## config.mk

```make
export PLATFORM = sky130hd
export DESIGN_NAME = pccard_cfg_regs
export DESIGN_NICKNAME = d
export VERILOG_FILES = /design/src/rtl/pcc_cfg_pkg.sv /design/src/rtl/pcc_opt_reg.sv /design/src/rtl/pcc_ready_track.sv /design/src/rtl/pcc_irq_shaper.sv /design/src/rtl/pccard_cfg_regs.sv
export SDC_FILE = /design/constraint.sdc
export NUM_CORES = 1
export LEC_CHECK = 0
export ABC_AREA = 0
export BUFFER_PORTS_ARGS = -buffer_cell sky130_fd_sc_hd__buf_2
export CAP_MARGIN = 10
export CORE_MARGIN = 2
export CORE_UTILIZATION = 56
export DETAILED_ROUTE_END_ITERATION = 12
export PLACE_DENSITY = 0.83
export SLEW_MARGIN = 5
export SYNTH_ARGS = -nofsm -noshare
export SYNTH_HDL_FRONTEND = slang
export SYNTH_HIERARCHICAL = 1
export SYNTH_SLANG_ARGS = --single-unit
```

## constraint.sdc

```tcl
create_clock -name clk -period 3.69 [get_ports clk]
set_input_delay 0.5535 -clock clk [delete_from_list [all_inputs] [get_ports clk]]
set_output_delay 0.5535 -clock clk [all_outputs]
set_load 0.01 [all_outputs]
```

## src/rtl/pcc_cfg_pkg.sv

```systemverilog
package pcc_cfg_pkg;

    localparam int REG_W   = 8;
    localparam int INDEX_W = 6;
    localparam int COPY_W  = 3;
    localparam int SOCK_W  = 4;

    typedef enum logic [1:0] {
        MODE_MEM          = 2'd0,
        MODE_IO_CONTIG    = 2'd1,
        MODE_IO_PRIMARY   = 2'd2,
        MODE_IO_SECONDARY = 2'd3
    } addr_mode_e;

    typedef enum logic [1:0] {
        SEL_OPTION = 2'd0,
        SEL_STATUS = 2'd1,
        SEL_PINREP = 2'd2,
        SEL_SOCKET = 2'd3
    } reg_sel_e;

    // Bit positions inside the register bytes
    localparam int OPT_SRST_BIT  = 7;
    localparam int OPT_LEVEL_BIT = 6;
    localparam int STS_SIGCHG    = 6;
    localparam int STS_PWRDWN    = 2;
    localparam int PIN_CREADY    = 5;
    localparam int PIN_MASK      = 1;

    typedef struct packed {
        logic       sreset;
        logic       level;
        logic [INDEX_W-1:0] index;
    } opt_reg_t;

    function automatic addr_mode_e decode_index(input logic [INDEX_W-1:0] idx);
        case (idx)
            6'd1:    return MODE_IO_CONTIG;
            6'd2:    return MODE_IO_PRIMARY;
            6'd3:    return MODE_IO_SECONDARY;
            default: return MODE_MEM;
        endcase
    endfunction

endpackage

```

## src/rtl/pcc_opt_reg.sv

```systemverilog
module pcc_opt_reg
    import pcc_cfg_pkg::*;
(
    input  logic             clk,
    input  logic             rst,
    input  logic             wr_en,
    input  logic [REG_W-1:0] wdata,
    output opt_reg_t         opt_q,
    output addr_mode_e       mode
);
    always_ff @(posedge clk) begin
        if (rst) begin
            opt_q <= '0;
        end else if (wr_en) begin
            if (wdata[OPT_SRST_BIT] || opt_q.sreset) begin
                // entering or leaving soft reset: configuration forced clear
                opt_q.sreset <= wdata[OPT_SRST_BIT];
                opt_q.level  <= 1'b0;
                opt_q.index  <= '0;
            end else begin
                opt_q.level  <= wdata[OPT_LEVEL_BIT];
                opt_q.index  <= wdata[INDEX_W-1:0];
            end
        end
    end

    assign mode = decode_index(opt_q.index);
endmodule

```

## src/rtl/pcc_ready_track.sv

```systemverilog
module pcc_ready_track (
    input  logic clk,
    input  logic rst,
    input  logic clr,
    input  logic core_ready,
    input  logic pwr_is_down,
    input  logic pwrdwn_q,
    input  logic pwr_chg,
    input  logic pin_wr,
    input  logic pin_mask,
    input  logic pin_cready,
    output logic rready,
    output logic cready,
    output logic pwr_busy
);
    logic rready_prev;

    assign rready = core_ready & ~pwr_busy;

    always_ff @(posedge clk) begin
        if (rst || clr) begin
            pwr_busy <= 1'b0;
        end else if (pwr_chg) begin
            pwr_busy <= 1'b1;
        end else if (pwr_busy && (pwr_is_down == pwrdwn_q)) begin
            pwr_busy <= 1'b0;
        end
    end

    always_ff @(posedge clk) begin
        rready_prev <= rready;
    end

    always_ff @(posedge clk) begin
        if (rst || clr) begin
            cready <= 1'b0;
        end else if (rready != rready_prev) begin
            cready <= 1'b1;
        end else if (pin_wr && pin_mask) begin
            cready <= pin_cready;
        end
    end
endmodule

```

## src/rtl/pcc_irq_shaper.sv

```systemverilog
module pcc_irq_shaper #(
    parameter int IRQ_PULSE_CYC = 1
) (
    input  logic clk,
    input  logic rst,
    input  logic clr,
    input  logic level_mode,
    input  logic src,
    output logic irq_n
);
    localparam int CNT_W = $clog2(IRQ_PULSE_CYC + 1);

    logic             src_prev;
    logic             lvl_q;
    logic [CNT_W-1:0] cnt;

    always_ff @(posedge clk) begin
        if (rst || clr) begin
            src_prev <= 1'b0;
            lvl_q    <= 1'b0;
            cnt      <= '0;
        end else begin
            src_prev <= src;
            lvl_q    <= src;
            if (src && !src_prev && !level_mode) begin
                cnt <= CNT_W'(IRQ_PULSE_CYC);
            end else if (cnt != '0) begin
                cnt <= cnt - 1'b1;
            end
        end
    end

    assign irq_n = level_mode ? ~lvl_q : (cnt == '0);
endmodule

```

## src/rtl/pccard_cfg_regs.sv

```systemverilog
module pccard_cfg_regs
    import pcc_cfg_pkg::*;
#(
    parameter int IRQ_PULSE_CYC = 1
) (
    input  logic       clk,
    input  logic       rst,
    input  logic       host_en,
    input  logic       host_wr,
    input  logic [1:0] host_sel,
    input  logic [7:0] host_wdata,
    output logic [7:0] host_rdata,
    input  logic       core_ready,
    input  logic       core_irq,
    input  logic       irq_disable,
    input  logic       pwr_is_down,
    input  logic       drive_bit,
    output logic       soft_rst,
    output logic [1:0] addr_mode,
    output logic       irq_level_mode,
    output logic       irq_n,
    output logic       stschg_n,
    output logic       card_selected
);
    opt_reg_t          opt_q;
    addr_mode_e        mode;
    logic              wr_opt, wr_sts, wr_pin, wr_sock, rd_any;
    logic              sigchg_q, pwrdwn_q, pwr_chg;
    logic              rready, cready, pwr_busy;
    logic              irq_src;
    logic [COPY_W-1:0] copy_q;
    logic [SOCK_W-1:0] sock_q;

    assign wr_opt  = host_en && host_wr && (host_sel == SEL_OPTION);
    assign wr_sts  = host_en && host_wr && (host_sel == SEL_STATUS);
    assign wr_pin  = host_en && host_wr && (host_sel == SEL_PINREP);
    assign wr_sock = host_en && host_wr && (host_sel == SEL_SOCKET);
    assign rd_any  = host_en && !host_wr;

    pcc_opt_reg u_opt (
        .clk   (clk),
        .rst   (rst),
        .wr_en (wr_opt),
        .wdata (host_wdata),
        .opt_q (opt_q),
        .mode  (mode)
    );

    assign soft_rst       = opt_q.sreset;
    assign addr_mode      = mode;
    assign irq_level_mode = opt_q.level;

    // Status register: enable and power request
    assign pwr_chg = wr_sts && !soft_rst && (host_wdata[STS_PWRDWN] != pwrdwn_q);

    always_ff @(posedge clk) begin
        if (rst || soft_rst) begin
            sigchg_q <= 1'b0;
            pwrdwn_q <= 1'b0;
        end else if (wr_sts) begin
            sigchg_q <= host_wdata[STS_SIGCHG];
            pwrdwn_q <= host_wdata[STS_PWRDWN];
        end
    end

    pcc_ready_track u_rdy (
        .clk         (clk),
        .rst         (rst),
        .clr         (soft_rst),
        .core_ready  (core_ready),
        .pwr_is_down (pwr_is_down),
        .pwrdwn_q    (pwrdwn_q),
        .pwr_chg     (pwr_chg),
        .pin_wr      (wr_pin),
        .pin_mask    (host_wdata[PIN_MASK]),
        .pin_cready  (host_wdata[PIN_CREADY]),
        .rready      (rready),
        .cready      (cready),
        .pwr_busy    (pwr_busy)
    );

    assign irq_src = core_irq & ~irq_disable;

    pcc_irq_shaper #(.IRQ_PULSE_CYC(IRQ_PULSE_CYC)) u_irq (
        .clk        (clk),
        .rst        (rst),
        .clr        (soft_rst),
        .level_mode (opt_q.level),
        .src        (irq_src),
        .irq_n      (irq_n)
    );

    // Socket and copy register survives soft reset
    always_ff @(posedge clk) begin
        if (rst) begin
            copy_q <= '0;
            sock_q <= '0;
        end else if (wr_sock) begin
            copy_q <= host_wdata[SOCK_W+COPY_W-1:SOCK_W];
            sock_q <= host_wdata[SOCK_W-1:0];
        end
    end

    assign card_selected = (copy_q == {{(COPY_W-1){1'b0}}, drive_bit});
    assign stschg_n      = ~(cready & sigchg_q & (mode != MODE_MEM));

    always_ff @(posedge clk) begin
        if (rst) begin
            host_rdata <= '0;
        end else if (rd_any) begin
            case (reg_sel_e'(host_sel))
                SEL_OPTION: host_rdata <= opt_q;
                SEL_STATUS: host_rdata <= {cready, sigchg_q, 3'b000, pwrdwn_q, irq_src, 1'b0};
                SEL_PINREP: host_rdata <= {2'b00, cready, 1'b0, 2'b11, rready, 1'b0};
                default:    host_rdata <= {1'b0, copy_q, sock_q};
            endcase
        end
    end
endmodule

```

* Word level (Yosys, flattened, before mapping)
Cells that the tools add are included.
** Word-level totals
- Register bits after elaboration :: 30
- Input bits :: 19
- Output and inout port bits :: 15
- Word-level logic and storage cells :: 66
** Cells by class
- Add/subtract/negate cells :: 1
- Equality and inequality tests :: 10
- Mux-type cells :: 10
- Bitwise operators :: 9
- Reduce and logical (&&, ||, !) cells :: 23
** Operators with widths (count)
- $pmux W8 S3 :: 1
- $eq A6 B2 Y1 const B :: 2
- $logic_and A1 B1 Y1 :: 12
- $mux W1 :: 7
- $mux W7 :: 1
- $eq A6 B1 Y1 const B :: 1
- $pmux W2 S3 :: 1
- $reduce_bool A2 Y1 :: 3
- $not A1 Y1 :: 5
- $and A1 B1 Y1 :: 4
- $eq A2 B2 Y1 const B :: 2
- $logic_not A1 Y1 :: 4
- $eq A3 B1 Y1 :: 1
- $eq A2 B1 Y1 const B :: 1
- $logic_not A2 Y1 :: 1
- $logic_or A1 B1 Y1 :: 2
- $ne A1 B1 Y1 :: 2
- $reduce_and A2 Y1 :: 1
- $eq A1 B1 Y1 :: 1
- $sub A1 B1 Y1 const B :: 1

* Logic depth before layout (Yosys ltp)
Gate-level depths: netlist (run 1).
- Depth after elaboration :: 5
- Depth in mapped cells :: 6
- Mapped depth without buffers :: 5

* Hierarchy
Netlist (run 1), hierarchy kept.
** Modules (own cells, without submodules)
- pccard_cfg_regs :: times used 1, cells an instance 101, area an instance 834.6 um^2, sequential area each 340.3 um^2
- pcc_opt_reg :: times used 1, cells an instance 36, area an instance 365.4 um^2, sequential area each 160.2 um^2
- pcc_ready_track :: times used 1, cells an instance 12, area an instance 122.6 um^2, sequential area each 60.1 um^2
- pcc_irq_shaper :: times used 1, cells an instance 5, area an instance 75.1 um^2, sequential area each 40.0 um^2

* Worst setup path after synthesis (run 1)
Ideal clock, no wire load.
- Path type :: input to register
- From :: input host_sel[1]
- To :: register u_opt/opt_q[7] (netlist name)
- Library setup time :: 124 ps
- Arrival :: 1684 ps
- Data required time :: 3566 ps
- Slack :: 1882 ps
- Stages :: 6
- Path buffers :: 3
- Path through :: buf_4 -> buf_4 -> nor3_1 -> buf_6 -> mux2i_1 -> nor2_1
** Between the ends
- Longest elaborated chain between the ends :: 3
** Ends and longest elaborated chain
- start: declaration :: RTL line pccard_cfg_regs.sv:10 : input logic [1:0] host_sel,
- $logic_not A2 Y1 :: RTL line pccard_cfg_regs.sv:34 : assign wr_opt = host_en && host_wr && (host_sel == SEL_OPTION);
- $logic_and A1 B1 Y1 :: RTL line pccard_cfg_regs.sv:34
- net wr_opt :: RTL line pccard_cfg_regs.sv:27 : logic wr_opt, wr_sts, wr_pin, wr_sock, rd_any;
- $reduce_and A2 Y1 (no source line)
The timed path passes the listed nets, and every way through them passes these cells.
A chain may end at the register's enable or synchronous reset.

* Worst setup path in the final report (run 1)
- From :: register u_opt/opt_q[4] (netlist name)
- To :: output stschg_n
** Between the ends
- Longest elaborated chain between the ends :: 5
- Elaborated cells between the ends (all ways) :: 7
- Classes of those cells :: eq/ne (3); mux (1); bitwise (2); reduce/logical (1)
** Ends and longest elaborated chain
- $eq A6 B2 Y1 / $eq A6 B1 Y1 (equally long branches) :: RTL line pcc_cfg_pkg.sv:37 : case (idx)
- $pmux W2 S3 * :: RTL line pcc_cfg_pkg.sv:37
- $reduce_bool A2 Y1 * :: RTL line pccard_cfg_regs.sv:105 : assign stschg_n = ~(cready & sigchg_q & (mode != MODE_MEM));
- $and A1 B1 Y1 * :: RTL line pccard_cfg_regs.sv:105
- $not A1 Y1 * :: RTL line pccard_cfg_regs.sv:105
- end: declaration :: RTL line pccard_cfg_regs.sv:22 : output logic stschg_n,
Every way passes the cells marked *; elsewhere a longest branch is shown, timed or not.

==> metrics.yaml, run 1 <==
status: "complete, no violations"
setup_slack_ns: 1.596
grt_pass1_vias: 1124
preCtsSetupSlack_ns: 1.460
drc: 0
dr.pass1.iters: 4
hold_viol: 0
cts_tree: "yes"
cp_num_buf_inv: 1
synthCells: 154
p_total_mw: 0.6502
synth-main-ff-cell: "dfxtp_1"
syn_nets: 173
relSlewSlack_pct: 65.22
die_w_um: 53.96
routed_wl_um: 3364
synth.distinct_cells: 35
tightest_slew_ns: 0.5217
fill_cells: 210
numCtsBuffers: 5
drv_cap: 0
criticalPathCategory: "flop to output pin"
area_delta_synth_final_pct: 16.11
clk_pin_slew_ns: 0.09
n_antenna_cell: 0
drt_iter0_drc: 25
fin_nets: 204
synthDominantCellAreaShare_pct: 42.97
grt_pass1_wl_um: 5168
fmax_ghz: 0.4775
arrival_ns: 1.54
stdcell_count: 216
cts_setup_buffers: 0
ys_warn_count: 6
avgViaCountPerCell: 5.847
yosys.area.top_type: "dfxtp_1"
p_leak_nw: 0.6428
dp_cells: 207
antenna_left: 0
rrSetupSlack_ns: 2.37
num_vias: 1263
worst_ep_required_time_ns: 3.14
ys_top_cells_by_count: "dfxtp_1 (30), nand2_1 (22), a21oi_1 (18), nor3_1 (10), nand2b_1 (8)"
postSynth.asyncResetShare_pct: 0
initial_utilization_pct: 58.00
fin_crit_sh_pct: 56.75
cts_resized: 0
worst_hold_path_type: "flop to flop"
start_kind: "flop"
yosysMostFrequentCell: "dfxtp_1"
globalRouteOverflowTotal: 0
crit_slowest_cell: "nor4_1"
grt_antenna_before_repair: 0
coreArea_um2: 2410
crit_path_max_fanout: 3
boundaryPins: 34
rsz0062_at_grt: "no"
end_kind: "output pin"
ys_seq_area_share_pct: 42.97
htreeDepth: 2
grt.total_usage_pct: 26.04
syn_area_um2: 1398
clock_skew_ns: 0.005659
rows: 18
ys_ff_latch: 30
drive_gt1_share_pct: 26.88
syn_area_per_cell_um2: 9.075
final_core_utilization_pct: 67.34
dieArea_um2: 2911
gp_congestion: 0.8635
crit_path_max_incr_delay_ns: 0.40
grt_max_degree: 29
synth-edff-count: 0
clockBufferDepth: 2
detailed_place_hpwl_um: 2397
numPortBuffers: 33
period_needed_ns: 2.094
slew_violations: 0
root_buffer: "clkbuf_4"
setup_viol_count_final: 0
ctsHoldBuffers: 0
clkLatencyLatePin_ns: 0.33
routedWlPerCell_um: 15.57
fin_setup_tns_ns: 0
powerDensity_nw_per_um2: 400.6
critPathTopFamily: "simple AND/OR/NAND/NOR gates"
irDropWorstVdd_uv: 401.6
path_cells: "nor4_1 > and2_1 > o211ai_1 > buf_2"
fp.dieH_um: 53.96
yosys-top-cells-area: "dfxtp_1 (43%), a21oi_1 (6.4%), nand2_1 (5.9%)"
cts_sinks: 30
==> path summary, 6_finish.rpt <==
kind                                      to                        start  cells past startpoint
setup reg to reg  host_rdata[7]$_SDFFE_PP0P_  u_opt/opt_q[7]$_SDFFE_PP0P_                      3
hold / removal    host_rdata[7]$_SDFFE_PP0P_   host_rdata[7]$_SDFFE_PP0P_                      2
hold reg to reg   host_rdata[7]$_SDFFE_PP0P_   host_rdata[7]$_SDFFE_PP0P_                      2
setup / recovery                    stschg_n  u_opt/opt_q[4]$_SDFFE_PP0P_                      4
==> worst reg2reg max path, delay by kind of cell (launching register included) <==
kind            cells  cell delay (ns)
simple gates        1             0.33
mux                 1             0.13
compound gates      1             0.14
flops               1             0.65
==> per-stage QoR <==
stage | instance area (um^2) | hold slack [ns]
global placement | 1539 | 0.4344
CTS | 1618 | 0.4569
floorplan | 1398 | 0.4127
detailed placement | 1539 | 0.4440
finish | 1623 | 0.4538
global route | 1623 | 0.4533
==> layout by cell type, fill, tap and decap left out, drive strengths merged, types with 2 or more instances in the layout <==
cell     instances
mux2i            6
dfxtp           30
buf             34
nand2b           8
xnor2            2
a221oi           3
nor3b            4
a2111oi          2
mux2             2
nor3            10
a311oi           2
nand4bb          7
xor2             2
nor2b            3
clkbuf           8
nor2             7
nand2           22
a21oi           18
nor4             2
and2             4
==> registers in the layout, indices dropped and copies added, names as in the netlist <==
register,flops
copy_q,3
host_rdata,8
pwrdwn_q,1
sigchg_q,1
sock_q,4
u_irq/cnt,1
u_irq/lvl_q,1
u_opt/opt_q,8
u_rdy/cready,1
u_rdy/pwr_busy,1
u_rdy/rready_prev,1
==> layer usage <==
layer / wire, um / track usage (%) / vias up
met5: 0 / 0 / -
met4: 74 / 10.26 / 0
met3: 237 / 8.333 / 9
met2: 1659 / 42.89 / 54
met1: 1393 / 31.30 / 584
li1: - / - / 616
==> power breakdown <==
part | switching, mW | total (mW) | internal (mW) | leakage (nW)
Sequential | 0.00776 | 0.342 | 0.334 | 0.244
Clock | 0.108 | 0.238 | 0.130 | 0.0446
Combinational | 0.0400 | 0.0707 | 0.0306 | 0.354
Total | 0.156 | 0.650 | 0.495 | 0.643
==> area by class of cell <==
class	count	area, um^2	area share [%]
inverter	1	3.754	0.2313
multi-input combinational	113	732.0	45.10
clock buffer	8	78.83	4.857
tap	30	37.54	2.313
timing repair buffer	34	170.2	10.49
sequential	30	600.6	37.01
==> cells by family after synthesis <==
logic type | after synthesis | share of synthesized area, %
AND/OR/NAND/NOR | 73 | 31.24
XOR/XNOR | 4 | 2.507
flip-flops | 30 | 42.97
buffers and inverters | 11 | 4.654
multiplexers | 8 | 5.909
AO/OA/AOI/OAI | 28 | 12.71
Note: power is estimated with default switching activity, not from simulation.
==> run 2: changes to the inputs <==
--- a/config.mk
+++ b/config.mk
@@ -9,9 +9,9 @@
 export BUFFER_PORTS_ARGS = -buffer_cell sky130_fd_sc_hd__buf_2
 export CAP_MARGIN = 10
 export CORE_MARGIN = 2
-export CORE_UTILIZATION = 56
+export CORE_UTILIZATION = 52
 export DETAILED_ROUTE_END_ITERATION = 12
-export PLACE_DENSITY = 0.83
+export PLACE_DENSITY = 0.78
 export SLEW_MARGIN = 5
 export SYNTH_ARGS = -nofsm -noshare
 export SYNTH_HDL_FRONTEND = slang
==> constraint.sdc (replaced) <==
create_clock -name clk -period 2.1 [get_ports clk]
set_input_delay 0.315 -clock clk [delete_from_list [all_inputs] [get_ports clk]]
set_output_delay 0.315 -clock clk [all_outputs]
set_load 0.01 [all_outputs]
==> metrics.yaml, run 2 (same netlist as run 1, synthesis figures left out) <==
status: "complete, no violations"
n_antenna_cell: 0
avgViaCountPerCell: 5.853
drc: 0
tightest_slew_ns: 0.5140
start_kind: "flop"
fin_setup_tns_ns: 0
htreeDepth: 2
grt_pass1_vias: 1172
clockBufferDepth: 2
dr.pass1.iters: 4
antenna_left: 0
die_w_um: 55.84
routedWlPerCell_um: 15.47
grt_pass1_wl_um: 5430
drive_gt1_share_pct: 27.27
placed_area_um2: 1554
switching_share_pct: 26.51
slew_violations: 0
arrival_ns: 1.57
largestRegisters: "host_rdata: 8 flops, u_opt/opt_q: 8 flops, sock_q: 4 flops"
worst_ep_required_time_ns: 1.78
grt_max_degree: 29
grt_antenna_before_repair: 0
powerDensity_nw_per_um2: 674.7
fin_crit_sh_pct: 89.95
power_switching_mw: 0.2893
period_needed_ns: 1.889
fmax_ghz: 0.5294
area_delta_synth_final_pct: 15.76
cts_sinks: 30
clk_pin_slew_ns: 0.10
dieArea_um2: 3118
drt_iter0_drc: 42
boundaryPins: 34
clkLatencyLatePin_ns: 0.33
cts_tree: "yes"
fin_nets: 205
drv_cap: 0
routed_wl_um: 3358
initial_utilization_pct: 55.41
cp_num_buf_inv: 1
fp.dieH_um: 55.84
final_cell_mix: "buf_2 (33), dfxtp_1 (30), nand2_1 (22), a21oi_1 (18), nor3_1 (10)"
crit_slowest_cell: "nor4_1"
worst_hold_path_type: "input pin to flop"
numCtsBuffers: 5
clockPowerShare_pct: 33.5
critPathTopFamily: "simple AND/OR/NAND/NOR gates"
rows: 18
p_leak_nw: 0.6379
cts_resized: 0
seqPwrFrac_pct: 55.0
gp_congestion: 0.8683
num_vias: 1270
crit_path_max_incr_delay_ns: 0.42
relSlewSlack_pct: 65.73
coreArea_um2: 2522
final_core_utilization_pct: 64.14
finalInstanceArea_um2: 1618
final_common_cell: "buf_2"
end_kind: "output pin"
rsz0062_at_grt: "no"
comb_power_share_pct: 11.5
ctsHoldBuffers: 0
detailed_place_hpwl_um: 2371
cts_setup_buffers: 0
grt.total_usage_pct: 22.64
globalRouteOverflowTotal: 0
setup_viol_count_final: 0
criticalPathCategory: "flop to output pin"
p_int_mw: 0.8022
hold_viol: 0
clock_skew_ns: 0.01145
numPortBuffers: 33
path_cells: "nor4_1 > and2_1 > o211ai_1 > buf_2"
irDropWorstVdd_uv: 538.9
root_buffer: "clkbuf_4"
crit_path_max_fanout: 3
## run 2: worst min-delay path, delay by kind of cell
family,cells,cell delay (ns)
AOI/OAI and AO/OA,1,0.05
buffers and inverters,1,0.11
and+or+nand+nor,1,0.05
## run 2: worst paths after layout
check,slack [ns],cells after the start,to,start
worst max register to register,0.96,3,host_rdata[1]$_SDFFE_PP0P_,u_rdy/pwr_busy$_SDFFE_PP0P_
worst min register to register,0.44,1,u_irq/cnt$_SDFF_PP0_,u_irq/lvl_q$_SDFF_PP0_
worst max-delay path,0.21,4,stschg_n,u_opt/opt_q[4]$_SDFFE_PP0P_
worst min-delay path,0.22,3,sock_q[0]$_SDFFE_PP0P_,host_wdata[0]
## run 2: stage by stage
stage / instances / power (mW) / worst slack (ns) / hold slack [ns]
after floorplan: 154 / 0.6895 / 0.5301 / 0.3895
final: 217 / 1.091 / 0.2110 / 0.2219
after CTS: 217 / 1.099 / 0.2979 / 0.2060
after global routing: 217 / 1.139 / 0.1971 / 0.2338
after global placement: 209 / 0.7314 / 0.7214 / 0.4282
after detailed placement: 209 / 0.7364 / 0.6619 / 0.4356
## run 2: routing by layer
layer / up-vias / share of wire (%) / GRT usage (%)
li1: 615 / - / -
met1: 596 / 46 / 30.00
met2: 49 / 45 / 32.65
met3: 10 / 6.4 / 6.512
met4: 0 / 2.6 / 13.27
met5: - / 0 / 0
## run 2: cell type report
cell class,count,area [um^2]
inverters,1,3.754
multi-input cells,113,732.0
fillers,227,904.6
flip-flops and latches,30,600.6
clock inverters,2,12.51
repair buffers,35,180.2
well taps,30,37.54
clock buffers,6,51.30
## run 2: power groups by stage
stage / registers (mW) / logic [mW] / clock network, mW
floorplan: 0.614 / 0.0754 / 0
global placement: 0.612 / 0.119 / 0
detailed placement: 0.613 / 0.123 / 0
CTS: 0.600 / 0.124 / 0.375
global route: 0.603 / 0.138 / 0.399
finish: 0.601 / 0.125 / 0.366
